===== config.mk =====
export PLATFORM = sky130hd
export DESIGN_NAME = dmarq_router
export DESIGN_NICKNAME = d
export VERILOG_FILES = /design/src/rtl/dmarq_pkg.sv /design/src/rtl/dmarq_cfg_bank.sv /design/src/rtl/dmarq_claim.sv /design/src/rtl/dmarq_gate.sv /design/src/rtl/dmarq_router.sv
export SDC_FILE = /design/constraint.sdc
export NUM_CORES = 1
export LEC_CHECK = 0
export ABC_CLOCK_PERIOD_IN_PS = 4800
export BUFFER_PORTS_ARGS = -buffer_cell sky130_fd_sc_hd__clkbuf_2
export CAP_MARGIN = 20
export CORE_UTILIZATION = 59
export DETAILED_ROUTE_END_ITERATION = 6
export PLACE_DENSITY_LB_ADDON = 0.3
export SLEW_MARGIN = 20
export SYNTH_ARGS = -nofsm -noshare
export SYNTH_HDL_FRONTEND = slang
export SYNTH_SLANG_ARGS = --single-unit
export TNS_END_PERCENT = 10

===== constraint.sdc =====
create_clock -name clk -period 4.8 [get_ports clk]
set_clock_uncertainty 0.05 [all_clocks]
set_input_delay 0.96 -clock clk [delete_from_list [all_inputs] [get_ports clk]]
set_output_delay 0.96 -clock clk [all_outputs]
set_load 0.005 [all_outputs]

===== src/rtl/dmarq_pkg.sv =====
package dmarq_pkg;

    localparam int CFG_W    = 32;
    localparam int SLOT_W   = 7;
    localparam int EN_BIT   = 31;
    localparam int TRIG_BIT = 30;
    localparam int HOLD_BIT = 29;

    typedef struct packed {
        logic              en;
        logic              trig;
        logic              hold;
        logic [SLOT_W-1:0] slot;
    } chan_cfg_t;

    typedef enum logic [2:0] {
        MODE_OFF,
        MODE_PASS,
        MODE_PERIODIC,
        MODE_STEADY,
        MODE_PULSE
    } route_mode_e;

    function automatic route_mode_e decode_mode(logic en, logic trig, logic hold);
        route_mode_e m;
        if (!en)                m = MODE_OFF;
        else if (hold && trig)  m = MODE_PULSE;
        else if (hold)          m = MODE_STEADY;
        else if (trig)          m = MODE_PERIODIC;
        else                    m = MODE_PASS;
        return m;
    endfunction

    function automatic logic [CFG_W-1:0] pack_cfg(chan_cfg_t c);
        logic [CFG_W-1:0] w;
        w               = '0;
        w[EN_BIT]       = c.en;
        w[TRIG_BIT]     = c.trig;
        w[HOLD_BIT]     = c.hold;
        w[SLOT_W-1:0]   = c.slot;
        return w;
    endfunction

endpackage


===== src/rtl/dmarq_cfg_bank.sv =====
module dmarq_cfg_bank
    import dmarq_pkg::*;
#(
    parameter int NUM_CH   = 8,
    parameter int NUM_TRIG = 4,
    parameter int CH_W     = 3
) (
    input  logic                    clk,
    input  logic                    rst,
    input  logic                    we,
    input  logic [CH_W-1:0]         wr_ch,
    input  logic [CFG_W-1:0]        wdata,
    input  logic [CH_W-1:0]         rd_ch,
    output logic [CFG_W-1:0]        rd_data,
    output chan_cfg_t [NUM_CH-1:0]  cfg_vec
);

    chan_cfg_t wr_cfg;
    logic      wdata_unused;

    assign wr_cfg.en   = wdata[EN_BIT];
    assign wr_cfg.trig = wdata[TRIG_BIT];
    assign wr_cfg.hold = wdata[HOLD_BIT];
    assign wr_cfg.slot = wdata[SLOT_W-1:0];
    assign wdata_unused = ^wdata[HOLD_BIT-1:SLOT_W];

    for (genvar c = 0; c < NUM_CH; c++) begin : g_ch
        logic hit;
        assign hit = we && (wr_ch == CH_W'(c));

        // Control bits that may always change.
        always_ff @(posedge clk) begin
            if (rst) begin
                cfg_vec[c].en   <= 1'b0;
                cfg_vec[c].hold <= 1'b0;
            end else if (hit) begin
                cfg_vec[c].en   <= wr_cfg.en;
                cfg_vec[c].hold <= wr_cfg.hold;
            end
        end

        // Routing fields locked while the channel is enabled.
        always_ff @(posedge clk) begin
            if (rst)
                cfg_vec[c].slot <= '0;
            else if (hit && !cfg_vec[c].en)
                cfg_vec[c].slot <= wr_cfg.slot;
        end

        if (c < NUM_TRIG) begin : g_trig
            always_ff @(posedge clk) begin
                if (rst)
                    cfg_vec[c].trig <= 1'b0;
                else if (hit && !cfg_vec[c].en)
                    cfg_vec[c].trig <= wr_cfg.trig;
            end
        end else begin : g_notrig
            assign cfg_vec[c].trig = 1'b0;
        end
    end

    always_comb begin
        rd_data = '0;
        if (int'(rd_ch) < NUM_CH)
            rd_data = pack_cfg(cfg_vec[rd_ch]);
    end

endmodule


===== src/rtl/dmarq_claim.sv =====
module dmarq_claim
    import dmarq_pkg::*;
#(
    parameter int NUM_CH = 8
) (
    input  chan_cfg_t [NUM_CH-1:0] cfg_vec,
    output logic      [NUM_CH-1:0] own
);

    for (genvar c = 0; c < NUM_CH; c++) begin : g_own
        always_comb begin
            own[c] = 1'b1;
            for (int j = 0; j < c; j++) begin
                if (cfg_vec[j].en && (cfg_vec[j].slot == cfg_vec[c].slot))
                    own[c] = 1'b0;
            end
        end
    end

endmodule


===== src/rtl/dmarq_gate.sv =====
module dmarq_gate
    import dmarq_pkg::*;
(
    input  logic clk,
    input  logic rst,
    input  logic en,
    input  logic trig,
    input  logic hold,
    input  logic sel_req,
    input  logic owner,
    input  logic trig_evt,
    output logic req
);

    route_mode_e mode;
    logic        arm_q;
    logic        fwd;

    assign mode = decode_mode(en, trig, hold);
    assign fwd  = arm_q & sel_req & owner;

    always_ff @(posedge clk) begin
        if (rst)
            arm_q <= 1'b0;
        else if (mode != MODE_PERIODIC)
            arm_q <= 1'b0;
        else
            arm_q <= trig_evt | (arm_q & ~fwd);
    end

    always_comb begin
        unique case (mode)
            MODE_PASS:     req = sel_req & owner;
            MODE_PERIODIC: req = fwd;
            MODE_STEADY:   req = 1'b1;
            MODE_PULSE:    req = trig_evt;
            default:       req = 1'b0;
        endcase
    end

endmodule


===== src/rtl/dmarq_router.sv =====
module dmarq_router
    import dmarq_pkg::*;
#(
    parameter int NUM_CH   = 8,
    parameter int NUM_SRC  = 128,
    parameter int NUM_TRIG = 4,
    localparam int CH_W    = (NUM_CH > 1) ? $clog2(NUM_CH) : 1
) (
    input  logic                clk,
    input  logic                rst,
    input  logic                cfg_we,
    input  logic [CH_W-1:0]     cfg_ch,
    input  logic [CFG_W-1:0]    cfg_wdata,
    input  logic [CH_W-1:0]     rd_ch,
    output logic [CFG_W-1:0]    rd_data,
    input  logic [NUM_SRC-1:0]  src_req,
    input  logic [NUM_TRIG-1:0] trig_in,
    output logic [NUM_CH-1:0]   ch_req
);

    chan_cfg_t [NUM_CH-1:0]             cfg_vec;
    logic      [NUM_CH-1:0]             own_vec;
    logic      [NUM_CH-1:0]             sel_req;
    logic      [NUM_CH-1:0]             ch_evt;
    logic      [NUM_CH-1:0]             en_vec;
    logic      [NUM_CH-1:0]             hold_vec;
    logic      [NUM_CH-1:0]             trg_vec;
    logic      [NUM_CH-1:0][SLOT_W-1:0] slot_vec;
    logic      [NUM_TRIG-1:0]           trig_prev;
    logic      [NUM_TRIG-1:0]           trig_evt;

    dmarq_cfg_bank #(
        .NUM_CH   (NUM_CH),
        .NUM_TRIG (NUM_TRIG),
        .CH_W     (CH_W)
    ) u_bank (
        .clk     (clk),
        .rst     (rst),
        .we      (cfg_we),
        .wr_ch   (cfg_ch),
        .wdata   (cfg_wdata),
        .rd_ch   (rd_ch),
        .rd_data (rd_data),
        .cfg_vec (cfg_vec)
    );

    dmarq_claim #(
        .NUM_CH (NUM_CH)
    ) u_claim (
        .cfg_vec (cfg_vec),
        .own     (own_vec)
    );

    always_ff @(posedge clk) begin
        if (rst)
            trig_prev <= '0;
        else
            trig_prev <= trig_in;
    end

    assign trig_evt = trig_in & ~trig_prev;

    for (genvar c = 0; c < NUM_CH; c++) begin : g_chan
        assign en_vec[c]   = cfg_vec[c].en;
        assign hold_vec[c] = cfg_vec[c].hold;
        assign trg_vec[c]  = cfg_vec[c].trig;
        assign slot_vec[c] = cfg_vec[c].slot;
        assign sel_req[c]  = (int'(cfg_vec[c].slot) < NUM_SRC) ? src_req[cfg_vec[c].slot] : 1'b0;

        if (c < NUM_TRIG) begin : g_evt
            assign ch_evt[c] = trig_evt[c];
        end else begin : g_noevt
            assign ch_evt[c] = 1'b0;
        end

        dmarq_gate u_gate (
            .clk      (clk),
            .rst      (rst),
            .en       (cfg_vec[c].en),
            .trig     (cfg_vec[c].trig),
            .hold     (cfg_vec[c].hold),
            .sel_req  (sel_req[c]),
            .owner    (own_vec[c]),
            .trig_evt (ch_evt[c]),
            .req      (ch_req[c])
        );
    end

endmodule


==> impl_metrics.tcl <==
set metrics [dict create \
    critPathSlowestCell "dfxtp_2" \
    min-delay-start "g_chan[1].u_gate.arm_q" \
    die_area_mm2 0.02616 \
    synth_seq_cells 84 \
    grt_pass1_wl_mm 84.91 \
    synthArstFlopShare_pct 0 \
    syn-instance-count 1387 \
    area_delta_synth_final_pct 8.362 \
    setup_violations 0 \
    overflow 0 \
    tightest_slew_ps 1141 \
    synth_seq_area_share_pct 11.17 \
    cp_max_fo 21 \
    cp_cell_sequence "buf_12, mux4_2, mux4_2, mux4_2, mux2i_1, a2111oi_0, o21a_1, clkbuf_2" \
    dpl-instance-area_mm2 0.01598 \
    arrival_ps 3740 \
    synth_top_cell_area_share_pct 42.94 \
    final_core_util_pct 64.96 \
    grt_pass1_vias 13309 \
    fill_cells 2040 \
    nNetsFinal 1623 \
    yosys.area.top_type "mux4_2" \
    period_needed_ps 4747 \
    drc 0 \
    post_synth.cell_area_avg_um2 10.85 \
    synth_top_family_by_area "multiplexers" \
    yosys.area_share.simple_pct 10.84 \
    layout-drive-gt1-share_pct 39.70 \
    ctsHoldBuffers 0 \
    vdd_drop_max_mv 0.1749 \
    yosys_warnings 0 \
    status "finished, final reports clean" \
    clock_latency_ps 350 \
    cp-start-kind "register" \
    vias 14101 \
    yosys_most_used_dff "dfxtp_1" \
    clk_path_buf_depth 2 \
    rows 58 \
    cts_max_level 3 \
    start_util_pct 59.95 \
    cts_sinks 84 \
    cp-end-kind "output pin" \
    die_w_um 161.7 \
    path_class "register to output pin" \
    dp_hpwl_mm 40.07 \
    gp_congestion 0.9917 \
    final_area_mm2 0.01631 \
    synthXorXnorAreaFrac_pct 11.40 \
    synth_edf_count 0 \
    ant_nets 0 \
    rsz0062_at_grt "false" \
    path_clk_slew_ps 60 \
    cpPeakStageDelay_ps 630 \
    cts_buffers 9 \
    first_pass_iters 6 \
    die_height_um 161.7 \
    port_buffers 168 \
    power.total_mw 2.450 \
    slew_headroom_pct 22.00 \
    grt_max_degree 45 \
    critPathLaunch "u_bank.cfg_vec[40]" \
    drtIter0Drc 2124 \
    timing.rr.start "u_bank.cfg_vec[20]" \
    wire_per_inst_um 31.92 \
    synth_cell_type_count 54 \
    period_share_pct 98.90 \
    synth_adder_area_share_pct 0.3325 \
    synthMuxAreaShare_pct 53.73 \
    power_density_mw_per_mm2 150.2 \
    holdCritPathClass "register to register" \
    coreArea_mm2 0.02511 \
    synth_compound_area_share_pct 5.694 \
    pin_count 213 \
    slew_violations 0 \
    vias_per_cell 7.913 \
    ys_top_cells_by_area "mux4_2, dfxtp_1, mux2i_1" \
    tns_ps 0 \
    cts_tree "done" \
    synthMostInstantiatedCell "mux4_2" \
    drv_cap 0 \
    gr-usage-all-layers_pct 43.88 \
    worst_hold_slack_ps 438.4 \
    ys_top_cells_by_count "mux4_2, mux2i_1, xnor2_1, nor2_1, clkbuf_1" \
    synth_area_mm2 0.01505 \
    cts_root_buffer "clkbuf_16" \
    finalHoldViolCount 0 \
    path_common_cell "mux4_2" \
    routed_wirelength_mm 56.88 \
    clock.fmax_ghz 0.2106 \
    antenna_found_initial 2 \
    cellLeakagePower_nw 5.452 \
    crit_required_ps 3790 \
]
[cell usage in the layout, fill, tap and decap left out, types with 27 or more instances in the layout]
master | synthesis | routed
clkbuf_2 | 0 | 168
buf_4 | 33 | 62
dfxtp_1 | 84 | 66
nand2_1 | 32 | 32
mux4_2 | 287 | 287
nor2b_1 | 27 | 27
xnor2_1 | 118 | 118
mux2i_1 | 142 | 142
nor2_1 | 101 | 101
xor2_1 | 78 | 78
nand4_1 | 50 | 50
[layout make-up]
type,count,area [um2],share of cell area [%]
tap,330,412.9,2.531
antenna,1,2.502,0.01534
inverter,11,41.29,0.2531
timing repair buffer,234,1386,8.500
sequential,84,1709,10.48
clock buffer,9,225.2,1.381
clock inverter,7,98.84,0.6060
multi-input combinational,1106,12430,76.24
[routing by layer]
metal  share of wire (%)  routed length, um  global-route usage [%]  up-vias
met1                  33              18900                   55.51     6790
met3                  14               8013                   11.34      352
li1                    -                  -                       -     5547
met4                 8.2               4689                   29.25        0
met2                  44              25280                   66.81     1412
met5                   0                  0                       0        -
[worst paths after layout]
| kind | endpoint | slack, ps | cells past startpoint |
|---|---|---|---|
| max | ch_req[4] | 50 | 8 |
| min reg2reg | g_chan[1].u_gate.arm_q | 440 | 2 |
| min | g_chan[1].u_gate.arm_q | 440 | 2 |
| max reg2reg | g_chan[2].u_gate.arm_q | 1600 | 8 |
[per-stage QoR]
step	std cells	setup WS, ps
after floorplan	1408	808.7
after global placement	1765	378.9
after detailed placement	1765	333.7
after CTS	1781	79.20
after global routing	1781	29.87
final	1782	52.69
[critical path, delay by kind of cell, from the launching register on]
family	cells	cell delay (ps)
buffers and inverters	2	370
muxes	4	1900
AOI/OAI and AO/OA	2	460
DFF	1	630
[flip-flops by register name, indices dropped and copies added, names as in the netlist]
name	count
u_bank.cfg_vec	76
g_chan.u_gate.arm_q	4
trig_prev	4
[cells by family after synthesis]
| family | count (synthesis) |
|---|---|
| fa+ha+maj | 4 |
| flops | 84 |
| simple gates | 311 |
| compound gates | 126 |
| xor+xnor | 196 |
| other cells | 1 |
| mux | 447 |
| buf+inv | 218 |
[power by group]
| part | leakage, nW | total (mW) | internal [mW] | switching [mW] |
|---|---|---|---|---|
| clock | 0.156 | 0.775 | 0.460 | 0.315 |
| combinational | 4.61 | 0.886 | 0.435 | 0.451 |
| sequential | 0.690 | 0.789 | 0.712 | 0.0772 |
[timing repair]
item                                   CTS  global route
gates resized for setup                  0             2
setup endpoints to repair                0             2
endpoints found under the hold margin    0             0
setup buffers                            0             0
Note: power is estimated with default switching activity, not from simulation.
